[config.mk]
export PLATFORM = sky130hd
export DESIGN_NAME = gpio8_ctrl
export DESIGN_NICKNAME = d
export VERILOG_FILES = /design/src/rtl/gpio8_pkg.sv /design/src/rtl/gpio8_regs.sv /design/src/rtl/gpio8_sync.sv /design/src/rtl/gpio8_edge.sv /design/src/rtl/gpio8_ctrl.sv
export SDC_FILE = /design/constraint.sdc
export NUM_CORES = 1
export LEC_CHECK = 0
export ABC_AREA = 1
export BUFFER_PORTS_ARGS = -buffer_cell sky130_fd_sc_hd__buf_2
export CORE_ASPECT_RATIO = 1.1
export CORE_MARGIN = 1
export CORE_UTILIZATION = 49
export DETAILED_ROUTE_END_ITERATION = 10
export PLACE_DENSITY = 0.74
export SLEW_MARGIN = 25
export SYNTH_ARGS = -nofsm -noshare
export SYNTH_HDL_FRONTEND = slang
export SYNTH_HIERARCHICAL = 1
export SYNTH_SLANG_ARGS = --single-unit
[constraint.sdc]
create_clock -name clk -period 1.85 [get_ports clk]
set_clock_uncertainty 0.2 [all_clocks]
set_input_delay 0.37 -clock clk [delete_from_list [all_inputs] [get_ports clk]]
set_output_delay 0.37 -clock clk [all_outputs]
set_load 0.02 [all_outputs]
[src/rtl/gpio8_pkg.sv]
package gpio8_pkg;
   localparam int unsigned REG_DIR = 0;
   localparam int unsigned REG_INV = 1;
   localparam int unsigned REG_LVL = 2;
   localparam int unsigned REG_TRI = 3;
   localparam int unsigned REG_IEN = 4;
   localparam int unsigned REG_COUNT = 5;

   typedef enum logic [1:0] {
      SEL_NONE = 2'd0,
      SEL_CTRL = 2'd1,
      SEL_LVL  = 2'd2
   } rd_sel_e;
endpackage

[src/rtl/gpio8_regs.sv]
module gpio8_regs #(
   parameter int unsigned NPINS = 8,
   parameter int unsigned AW    = 3
) (
   input  logic             clk,
   input  logic             rst_n,
   input  logic [AW-1:0]    addr,
   input  logic [NPINS-1:0] wdata,
   input  logic             wr_en,
   output logic [NPINS-1:0] dir_q,
   output logic [NPINS-1:0] inv_q,
   output logic [NPINS-1:0] lvl_q,
   output logic [NPINS-1:0] tri_q,
   output logic [NPINS-1:0] ien_q
);
   import gpio8_pkg::*;

   localparam logic [AW-1:0] A_DIR = AW'(REG_DIR);
   localparam logic [AW-1:0] A_INV = AW'(REG_INV);
   localparam logic [AW-1:0] A_LVL = AW'(REG_LVL);
   localparam logic [AW-1:0] A_TRI = AW'(REG_TRI);
   localparam logic [AW-1:0] A_IEN = AW'(REG_IEN);

   if ((1 << AW) < REG_COUNT) begin : g_aw_check
      $error("gpio8_regs: address width too small for register count");
   end

   always_ff @(posedge clk or negedge rst_n) begin
      if (!rst_n) begin
         dir_q <= '1;
         inv_q <= '0;
         lvl_q <= '0;
         tri_q <= '0;
         ien_q <= '0;
      end else if (wr_en) begin
         case (addr)
            A_DIR:   dir_q <= wdata;
            A_INV:   inv_q <= wdata;
            A_LVL:   lvl_q <= wdata;
            A_TRI:   tri_q <= wdata;
            A_IEN:   ien_q <= wdata;
            default: ;
         endcase
      end
   end
endmodule

[src/rtl/gpio8_sync.sv]
module gpio8_sync #(
   parameter int unsigned NPINS  = 8,
   parameter int unsigned STAGES = 2
) (
   input  logic             clk,
   input  logic             rst_n,
   input  logic [NPINS-1:0] d_async,
   output logic [NPINS-1:0] d_sync
);
   if (STAGES < 2) begin : g_stage_check
      $error("gpio8_sync: at least two stages required");
   end

   logic [NPINS-1:0] chain [STAGES];

   always_ff @(posedge clk or negedge rst_n) begin
      if (!rst_n) begin
         for (int s = 0; s < STAGES; s++) chain[s] <= '0;
      end else begin
         chain[0] <= d_async;
         for (int s = 1; s < STAGES; s++) chain[s] <= chain[s-1];
      end
   end

   assign d_sync = chain[STAGES-1];
endmodule

[src/rtl/gpio8_edge.sv]
module gpio8_edge #(
   parameter int unsigned NPINS = 8
) (
   input  logic             clk,
   input  logic             rst_n,
   input  logic [NPINS-1:0] cond,
   input  logic [NPINS-1:0] arm,
   input  logic             clr,
   output logic [NPINS-1:0] rise,
   output logic [NPINS-1:0] pend
);
   for (genvar i = 0; i < NPINS; i++) begin : g_pin
      logic prev_q;
      logic flag_q;

      assign rise[i] = cond[i] & ~prev_q & arm[i];

      always_ff @(posedge clk or negedge rst_n) begin
         if (!rst_n) begin
            prev_q <= 1'b0;
            flag_q <= 1'b0;
         end else begin
            prev_q <= cond[i];
            // a new edge wins over the acknowledge
            flag_q <= rise[i] | (flag_q & ~clr);
         end
      end

      assign pend[i] = flag_q;
   end
endmodule

[src/rtl/gpio8_ctrl.sv]
module gpio8_ctrl #(
   parameter int unsigned NPINS       = 8,
   parameter int unsigned AW          = 3,
   parameter int unsigned SYNC_STAGES = 2
) (
   input  logic             clk,
   input  logic             rst_n,
   input  logic [AW-1:0]    addr,
   input  logic [NPINS-1:0] wdata,
   input  logic             wr_en,
   input  logic             rd_en,
   output logic [NPINS-1:0] rdata,
   input  logic [NPINS-1:0] pad_in,
   output logic [NPINS-1:0] pad_out,
   output logic [NPINS-1:0] pad_oe,
   output logic             irq
);
   import gpio8_pkg::*;

   if (NPINS < 1 || NPINS > 32) begin : g_width_check
      $error("gpio8_ctrl: NPINS out of range");
   end

   localparam logic [AW-1:0] A_LVL = AW'(REG_LVL);

   logic [NPINS-1:0] dir_q, inv_q, lvl_q, tri_q, ien_q;
   logic [NPINS-1:0] pin_sync, pin_cond, rise, pend;
   logic             ack;
   rd_sel_e          sel;

   gpio8_regs #(.NPINS(NPINS), .AW(AW)) u_regs (
      .clk(clk), .rst_n(rst_n), .addr(addr), .wdata(wdata), .wr_en(wr_en),
      .dir_q(dir_q), .inv_q(inv_q), .lvl_q(lvl_q), .tri_q(tri_q), .ien_q(ien_q)
   );

   gpio8_sync #(.NPINS(NPINS), .STAGES(SYNC_STAGES)) u_sync (
      .clk(clk), .rst_n(rst_n), .d_async(pad_in), .d_sync(pin_sync)
   );

   assign pin_cond = pin_sync ^ inv_q;
   assign ack      = rd_en && (addr == A_LVL);

   gpio8_edge #(.NPINS(NPINS)) u_edge (
      .clk(clk), .rst_n(rst_n), .cond(pin_cond), .arm(dir_q & ien_q),
      .clr(ack), .rise(rise), .pend(pend)
   );

   assign pad_out = lvl_q;
   assign pad_oe  = ~dir_q & ~tri_q;
   assign irq     = |pend;

   always_comb begin
      if (!rd_en || int'(addr) >= REG_COUNT) sel = SEL_NONE;
      else if (addr == A_LVL)                sel = SEL_LVL;
      else                                   sel = SEL_CTRL;
   end

   always_comb begin
      rdata = '0;
      case (sel)
         SEL_LVL: rdata = (dir_q & pin_cond) | (~dir_q & lvl_q);
         SEL_CTRL: begin
            case (int'(addr))
               REG_DIR: rdata = dir_q;
               REG_INV: rdata = inv_q;
               REG_TRI: rdata = tri_q;
               REG_IEN: rdata = ien_q;
               default: rdata = '0;
            endcase
         end
         default: rdata = '0;
      endcase
   end
endmodule

Word level (Yosys, flattened, before mapping)
Cells that the tools add are included.
- bits in registers: 72
- bits of input ports: 23
- output and inout port bits: 25
- logic and storage cells: 93
- magnitude comparators: 1
- eq/ne operators: 6
- mux-type cells: 4
- bitwise operators: 49
- reduce and logical (&&, ||, !) cells: 10
- operators with widths (cell ; number):
    8-bit bitwise AND ; 4
    8-bit one-hot mux with 4 select lines ; 1
    1-bit bitwise AND ; 24
    8-bit inverter ; 2
    8-bit one-hot mux with 2 select lines ; 1
    2-bit AND reduction ; 5
    1-bit inverter ; 9
    1-bit OR ; 8
    8-bit OR ; 1
    8-bit OR reduction ; 1
    8-bit bitwise XOR ; 1
    3-bit by 2-bit equality test with 1-bit output (second input constant) ; 2
    2-bit two-way mux ; 2
    3-bit by 1-bit equality test with 1-bit output (second input constant) ; 1
    3-bit equality test (second input constant) ; 1
    3-bit greater-or-equal comparator (second input constant) ; 1
    3-bit logical NOT ; 1
    2-bit by 1-bit equality test with 1-bit output (second input constant) ; 1
    2-bit equality test (second input constant) ; 1
    1-bit logical AND ; 1
    1-bit logical NOT ; 1
    1-bit logical OR ; 1

Longest topological paths before layout
Gate-level depths: netlist (run 1).
- depth in word-level cells: 5
- depth in mapped cells: 8
- gate-level depth less buffers: 7

Hierarchy
The synthesis (run 1) kept the hierarchy.
- modules (own cells, without submodules) (module ; times used ; cells each ; area an instance (um2) ; sequential area each (um2)):
    gpio8_regs ; 1 ; 182 ; 1667.8 ; 1011.0
    gpio8_ctrl ; 1 ; 147 ; 797.0 ; 0.0
    gpio8_edge ; 1 ; 65 ; 624.3 ; 400.4
    gpio8_sync ; 1 ; 24 ; 460.4 ; 400.4

Worst setup path before layout (run 1)
Ideal clock, no wire load.
- path kind: input to output
- from: input addr[0]
- to: output rdata[0]
- data arrival time: 1105 ps
- data required time: 1280 ps
- slack: 175 ps
- cell stages on the path: 7
- path buffers: 2
- path through: buf_6 > nor2_8 > buf_6 > nand3_1 > nand2_1 > o21ai_1 > nand2_1
- cells in the longest elaborated chain, start to end: 5
- elaborated cells on any way between the ends: 13
- classes of those cells: order compare: 1; eq/ne: 6; mux: 4; reduce/logical: 2
- ends and longest elaborated chain (what ; line ; text):
    start, declared ; gpio8_ctrl.sv:8 ; input logic [AW-1:0] addr,
    3-bit greater-or-equal comparator / 3-bit by 2-bit equality test with 1-bit output (equally long branches) ; gpio8_ctrl.sv:53, gpio8_ctrl.sv:54 ;
    1-bit logical OR / 2-bit two-way mux (equally long branches) ; gpio8_ctrl.sv:53, gpio8_ctrl.sv:54 ;
    2-bit two-way mux ; gpio8_ctrl.sv:53 ; if (!rd_en || int'(addr) >= REG_COUNT) sel = SEL_NONE;
    2-bit by 1-bit equality test with 1-bit output / 2-bit equality test (equally long branches) ; gpio8_ctrl.sv:60 ; case (sel)
    8-bit one-hot mux with 2 select lines (*) ; gpio8_ctrl.sv:60 ;
    end, declared ; gpio8_ctrl.sv:12 ; output logic [NPINS-1:0] rdata,
Mark *: on every way between the ends. The rest lies on a longest branch, timed or not.

Worst setup path after layout (run 1)
- from: register u_regs.inv_q[3]
- to: output rdata[3]
- cells in the longest elaborated chain, start to end: 4
- elaborated cells on any way between the ends: 5
- classes of those cells: mux: 2; bitwise: 3
- ends and longest elaborated chain (what ; line ; text):
    start, declared ; gpio8_regs.sv:11 ; output logic [NPINS-1:0] inv_q,
    start signal, assigned ; gpio8_regs.sv:38 ; A_INV: inv_q <= wdata;
    8-bit bitwise XOR ; gpio8_ctrl.sv:40 ; assign pin_cond = pin_sync ^ inv_q;
    8-bit bitwise AND ; gpio8_ctrl.sv:61 ; SEL_LVL: rdata = (dir_q & pin_cond) | (~dir_q & lvl_q);
    8-bit OR ; gpio8_ctrl.sv:61 ;
    8-bit one-hot mux with 2 select lines (*) ; gpio8_ctrl.sv:60 ;
Marks and branches as above.

==> results.cfg, run 1 <==
[outcome]
status = finished with violations
violations = setup timing

[sta]
min_period_ns = 2.01
layout_worst_path_cycle_share_pct = 108
rsz0062_at_grt = yes
fmax_mhz = 499
hold_viol = 0
maxSlewHeadroom_pct = 73.8
setup_viol = 9
whs_ns = 0.0701
final_max_slew_viol_count = 0
tightest_slew_ns = 0.393
fin_ws_ns = -0.156

[setup_path]
worst-r2r-cell-count = 6
path_delay_family = flip-flops
worstPathCellList = xnor2_1, nand2_1, nand3_2, nand2_1, buf_6
crit_slowest_cell = dfrtp_1
reg2reg_slack_ns = 0.55
timing.critical_path.from_type = flip-flop
reg2reg_from = u_regs/dir_q[5]$_DFFE_PN1P_
max_stage_delay_ns = 0.42
cp-end-kind = primary output
crit_buf_inv = 1
cp_max_fo = 3
critPathMostFrequentCell = nand2_1
rr_endpoint = u_edge/g_pin[5].flag_q$_DFF_PN0_
path_class = flip-flop to primary output
critPathArrivalTime_ns = 1.44
worstPathRequired_ns = 1.28

[place]
hpwl_um = 5830
dp_slack_ns = -0.0307
numPortBuffers = 47
place.gp.congestion = 0.881

[floorplanning]
io_pins = 48
rows = 32
start_util_pct = 50.5
die_h_um = 90.9
die_x_um = 82.8
fp.coreArea_mm2 = 0.00697
die_area_mm2 = 0.00753

[global_route]
grt_overflow = 0
use_met1_pct = 31.5
grt-busiest-layer = met2
grt_util_all_layers_pct = 24.0
met2_usage_pct = 37.6
met3_usage_pct = 4.75
grt_max_degree = 73
grt_pass1_vias = 2991
grt_pass1_wl_um = 14100
antenna_found_initial = 0

[logic_synthesis]
syn_area_per_cell_um2 = 8.58
yosys_warnings = 6
synthesis.nets = 433
syn_area_mm2 = 0.00352
synthCells = 410

[drt]
routedWlPerCell_um = 15.3
final_antenna_net_count = 0
vias = 3074
drc = 0
initialDrtViolationCount = 307
vias_per_cell = 5.36
wl_um = 8810
dr.pass1.iters = 5

[hold_path]
min_path_type = primary input to flip-flop
min_from = wdata[1]
worstHoldPathCells = 3
hold_end = u_regs/dir_q[1]$_DFFE_PN1P_

[clocking]
clkSinkCount = 72
insertion_delay_ns = 0.35
cts_tree = yes
root_buffer = clkbuf_8
clkTransAtPathRegs_ns = 0.08
cts_buffer_depth = 2
h-tree-depth = 3
cts_buffers = 9

[finish]
antenna_cells = 0
final_cell_mix = 146 x nand2_1, 64 x dfrtp_1, 54 x nand3_1
drive_above_1_share_pct = 32.1
nets = 507
nFillCells = 580
syn_to_final_growth_pct = 26.6
mostFrequentLayoutCell = nand2_1

[job]
cap_violations = 0

[pwr]
power.density_mw_per_mm2 = 1070
leakagePower_nw = 2.41
ir_drop_uv = 745
-- metal layers --
| metal | share of wire (%) | vias to the layer above |
|---|---|---|
| li1 | - | 1443 |
| met5 | 0 | - |
| met2 | 48 | 139 |
| met4 | 3.5 | 0 |
| met1 | 42 | 1463 |
| met3 | 6.1 | 29 |
-- report_power, final --
part           leakage, nW  internal [mW]  switching (mW)
sequential           0.867           1.91           0.292
clock                0.117          0.802           0.604
combinational         1.43          0.510           0.636
total                 2.41           3.22            1.53
-- flip-flops by register name, indices dropped and copies added (netlist names) --
register / flops
u_regs/dir_q: 8
u_sync/d_sync: 8
u_edge/g_pin.prev_q: 8
u_regs/inv_q: 8
u_edge/g_pin.flag_q: 8
u_regs/tri_q: 8
u_regs/ien_q: 8
u_regs/lvl_q: 8
u_sync/chain: 8
-- worst min-delay path: stages --
cell and delay [ns]:
buf_2 0.13, nand3_1 0.08, nand2_1 0.05
-- worst max-delay path by stage --
stage / endpoint / depth (start not counted) / slack (ns) / from
5_1_grt: rdata[3] / 5 / -0.21 / u_regs/dir_q[3]$_DFFE_PN1P_
2_1_floorplan: rdata[0] / 7 / 0.18 / addr[0]
3_3_place_gp: rdata[0] / 8 / -0.03 / addr[1]
3_5_place_dp: rdata[4] / 8 / -0.03 / addr[1]
6_report: rdata[3] / 5 / -0.16 / u_regs/inv_q[3]$_DFFE_PN0P_
4_1_cts: rdata[1] / 4 / -0.11 / u_regs/dir_q[1]$_DFFE_PN1P_
-- metrics by stage --
stage | instances | TNS, ns | instance area, µm² | total power [mW] | util [%]
after floorplan | 410 | 0 | 3520 | 2.85 | -
after global placement | 537 | -0.0656 | 3850 | 3.08 | 55.3
after detailed placement | 537 | -0.183 | 3850 | 3.12 | 55.3
after CTS | 570 | -0.839 | 4330 | 4.63 | 62.1
after global routing | 574 | -1.54 | 4460 | 4.98 | 64.0
final | 574 | -0.926 | 4460 | 4.75 | 64.0
-- timing repair --
item,4_1_cts,5_1_grt
setup buffers,8,4
endpoints found under the setup margin,9,13
hold buffers,9,0
pin swaps,13,14
hold endpoints to repair,72,0
resized for setup,24,27
-- final cells by class --
cell class / instances / area, µm² / share of cell area (%)
flip-flops and latches: 72 / 1810 / 40.7
inverters: 33 / 131 / 2.95
clock buffers: 10 / 138 / 3.09
repair buffers: 89 / 683 / 15.3
clock inverters: 6 / 91.3 / 2.05
multi-input cells: 279 / 1490 / 33.5
well taps: 85 / 106 / 2.39
Note: power is estimated with default switching activity, not from simulation.
==> run 2: changes to the inputs <==
Settings changed: GPL_TIMING_DRIVEN set to 0, SKIP_CTS_REPAIR_TIMING set to 1.
==> results.cfg, run 2 (synthesized netlist as in run 1, its figures left out) <==
[finish]
layoutNonFillerInstCount = 575
design_area_mm2 = 0.00444
syn_to_final_growth_pct = 26.2
mostFrequentLayoutCell = nand2_1
nFillCells = 581
drive_above_1_share_pct = 30.4
final_cell_mix = 148 x nand2_1, 64 x dfrtp_1, 59 x nand3_1
nets = 508
antenna_cells = 0

[global_route]
grt_overflow = 0
grt_pass1_wl_um = 13200
grt_util_all_layers_pct = 22.4
grt_pass1_vias = 2723
grt_max_degree = 51
antenna_found_initial = 0

[sta]
whs_ns = 0.0719
layout_worst_path_cycle_share_pct = 108
fmax_mhz = 501
tightest_slew_ns = 0.311
min_period_ns = 2.00
fin_ws_ns = -0.147
setup_viol = 9
rsz0062_at_grt = yes
maxSlewHeadroom_pct = 79.2
hold_viol = 0
final_max_slew_viol_count = 0

[pwr]
power.density_mw_per_mm2 = 1010
total_power_mw = 4.50
ir_drop_uv = 521
leakagePower_nw = 2.42

[place]
numPortBuffers = 47
dp_slack_ns = -0.253
dpl_cell_area_mm2 = 0.00389
hpwl_um = 5840
place.gp.congestion = 0.838
dp.cells = 543

[setup_path]
reg2reg_from = u_sync/d_sync[3]$_DFF_PN0_
critPathArrivalTime_ns = 1.43
timing.critical_path.from_type = flip-flop
worstPathRequired_ns = 1.28
path_class = flip-flop to primary output
worst-r2r-cell-count = 5
cp_max_fo = 6
cp-end-kind = primary output
rr_endpoint = u_edge/g_pin[3].flag_q$_DFF_PN0_
reg2reg_slack_ns = 0.64

[clocking]
h-tree-depth = 3
insertion_delay_ns = 0.35
cts_tree = yes
clkSinkCount = 72
root_buffer = clkbuf_8
cts_buffer_depth = 2
cts_buffers = 9
clkTransAtPathRegs_ns = 0.08

[hold_path]
min_path_type = primary input to flip-flop
min_from = wdata[1]
worstHoldPathCells = 3
hold_end = u_regs/dir_q[1]$_DFFE_PN1P_

[drt]
vias_per_cell = 5.19
initialDrtViolationCount = 195
routedWlPerCell_um = 14.4
vias = 2983
final_antenna_net_count = 0
dr.pass1.iters = 6
wl_um = 8270
drc = 0

[floorplanning]
fp.coreArea_mm2 = 0.00697
die_x_um = 82.8
io_pins = 48
die_h_um = 90.9
start_util_pct = 50.5
die_area_mm2 = 0.00753
rows = 32

[job]
cap_violations = 0

[outcome]
status = finished with violations
violations = setup timing
[run 2: cell types whose count changed in the layout (fill, tap and decap cells not counted), sizes merged]
cell	before	now
buf	80	77
bufinv	2	0
clkbuf	10	12
clkinvlp	0	1
inv	33	35
nor2	17	18
[run 2: worst max-delay path by stage]
stage | from | to | slack, ns | cells after the start
floorplan | addr[0] | rdata[0] | 0.18 | 7
global placement | addr[1] | rdata[0] | -0.24 | 9
detailed placement | addr[0] | rdata[2] | -0.25 | 8
CTS | addr[0] | rdata[2] | -0.25 | 8
global route | u_sync/d_sync[3]$_DFF_PN0_ | rdata[3] | -0.17 | 6
finish | u_regs/dir_q[0]$_DFFE_PN1P_ | rdata[0] | -0.15 | 5
[run 2: area by class of cell]
class | instances | area [µm²] | area share (%)
plain buffers | 20 | 190 | 4.28
clock buffers | 9 | 124 | 2.79
flip-flops and latches | 72 | 1810 | 40.8
well taps | 85 | 106 | 2.40
inverters | 33 | 131 | 2.96
multi-input cells | 280 | 1510 | 33.9
repair buffers | 69 | 517 | 11.6
clock inverters | 7 | 55.1 | 1.24
[run 2: where the power goes]
part	switching, mW	total (mW)	internal [mW]
clock	0.621	1.12	0.502
sequential	0.295	2.20	1.91
combinational	0.628	1.18	0.554
total	1.54	4.50	2.96
[run 2: stage by stage]
step / setup TNS [ns] / util [%]
global placement: -9.08 / 55.4
floorplan: 0 / -
global route: -1.37 / 63.7
CTS: -2.11 / 58.4
finish: -0.856 / 63.7
detailed placement: -1.86 / 55.9
[run 2: critical path: stages, from the launching register on]
cell and delay [ns]:
dfstp_2 0.61, nand3_2 0.08, nand2_1 0.07, o21ai_1 0.06, nand2_1 0.12, buf_6 0.13
[run 2: routing by layer]
metal  up-vias  track usage, %  share of wire, %
met5         -               0                 0
met4         0            12.5               2.4
met3        19            3.11               4.2
met2       102            34.6                50
met1      1411            30.6                43
li1       1451               -                 -
==> run 3: changes to the inputs <==
--- a/constraint.sdc
+++ b/constraint.sdc
@@ -3,3 +3,3 @@
 set_input_delay 0.37 -clock clk [delete_from_list [all_inputs] [get_ports clk]]
 set_output_delay 0.37 -clock clk [all_outputs]
-set_load 0.02 [all_outputs]
+set_load 0.005 [all_outputs]
==> results.cfg, run 3 (synthesized netlist as in run 1, its figures left out) <==
[sta]
min_period_ns = 1.97
rsz0062_at_grt = yes
final_max_slew_viol_count = 0
maxSlewHeadroom_pct = 79.7
hold_viol = 0
fin_ws_ns = -0.124
setup_viol = 8
fmax_mhz = 507
layout_worst_path_cycle_share_pct = 107
tightest_slew_ns = 0.304

[setup_path]
critPathArrivalTime_ns = 1.40
worstPathRequired_ns = 1.28
cp_max_fo = 6
timing.critical_path.from_type = primary input
path_class = primary input to primary output
worst-r2r-cell-count = 5
cp-end-kind = primary output

[job]
cap_violations = 0

[global_route]
use_met1_pct = 30.6
grt_max_degree = 51
grt-busiest-layer = met2
met3_usage_pct = 3.11
antenna_found_initial = 0
grt_overflow = 0
grt_pass1_vias = 2723
grt_util_all_layers_pct = 22.4
grt_pass1_wl_um = 13200
met2_usage_pct = 34.6

[drt]
initialDrtViolationCount = 186
vias_per_cell = 5.10
wl_um = 8290
final_antenna_net_count = 0
drc = 0
vias = 2941
routedWlPerCell_um = 14.4
dr.pass1.iters = 5

[floorplanning]
die_h_um = 90.9
io_pins = 48
fp.coreArea_mm2 = 0.00697
die_area_mm2 = 0.00753
die_x_um = 82.8
start_util_pct = 50.5
rows = 32

[pwr]
power.density_mw_per_mm2 = 995
leakagePower_nw = 2.42
total_power_mw = 4.37
ir_drop_uv = 515

[place]
place.gp.congestion = 0.838
dp_slack_ns = -0.202
hpwl_um = 5840
numPortBuffers = 47

[finish]
final_cell_mix = 148 x nand2_1, 64 x dfrtp_1, 59 x nand3_1
nets = 510
nFillCells = 584
mostFrequentLayoutCell = nand2_1
syn_to_final_growth_pct = 24.9
antenna_cells = 0
drive_above_1_share_pct = 30.7
final_util_pct = 63.1

[clocking]
cts_tree = yes
cts_buffer_depth = 2
root_buffer = clkbuf_8
clkTransAtPathRegs_ns = 0.08
cts_buffers = 9
insertion_delay_ns = 0.35
h-tree-depth = 3
clkSinkCount = 72

[hold_path]
min_path_type = primary input to flip-flop
worstHoldPathCells = 3

[outcome]
status = finished with violations
violations = setup timing
run 3: metal layers:
metal  routed length, µm  part of all wire, %
met3                 377                  4.5
met2                4100                   49
met5                   0                    0
met1                3610                   43
met4                 206                  2.5
run 3: path summary, 6_finish.rpt:
path | from | to | slack [ns]
worst min-delay path | wdata[1] | u_regs/dir_q[1]$_DFFE_PN1P_ | 0.07
worst max-delay path | addr[1] | rdata[0] | -0.12
worst max register to register | u_regs/dir_q[3]$_DFFE_PN1P_ | u_edge/g_pin[3].flag_q$_DFF_PN0_ | 0.63
max in group asynchronous | rst_n | u_regs/dir_q[5]$_DFFE_PN1P_ | 0.60
worst min register to register | u_sync/chain[15]$_DFF_PN0_ | u_sync/d_sync[7]$_DFF_PN0_ | 0.15
min in group asynchronous | rst_n | u_edge/g_pin[3].flag_q$_DFF_PN0_ | 0.26
run 3: layout make-up:
class,count,area (µm²),share of cell area [%]
buffer,20,190,4.33
clock buffer,9,124,2.82
clock inverter,7,55.1,1.25
inverter,33,131,2.99
multi-input combinational,280,1510,34.2
sequential,72,1810,41.2
tap,85,106,2.42
timing repair buffer,71,472,10.7
run 3: worst max-delay path, stage by stage:
cell and delay [ns]:
buf_4 0.15, buf_12 0.15, nor2_8 0.14, buf_6 0.14
nand3_2 0.08, nand2_1 0.07, o21ai_1 0.06, nand2_1 0.12
buf_2 0.12
run 3: power breakdown:
group          leakage (nW)  internal [mW]  switching, mW  total (mW)
clock network        0.0919          0.501          0.616        1.12
logic                  1.46          0.540          0.514        1.05
registers             0.867           1.91          0.296        2.20
run 3: per-stage QoR:
stage                     hold slack, ns  instance area, µm²  TNS (ns)  cells
after floorplan                   -0.126                3520         0    410
after global placement             0.132                3860     -8.67    542
after detailed placement          0.0872                3890     -1.45    543
after CTS                         -0.291                4070     -1.67    559
after global routing              0.0857                4400     -1.08    577
final                             0.0686                4400    -0.677    577
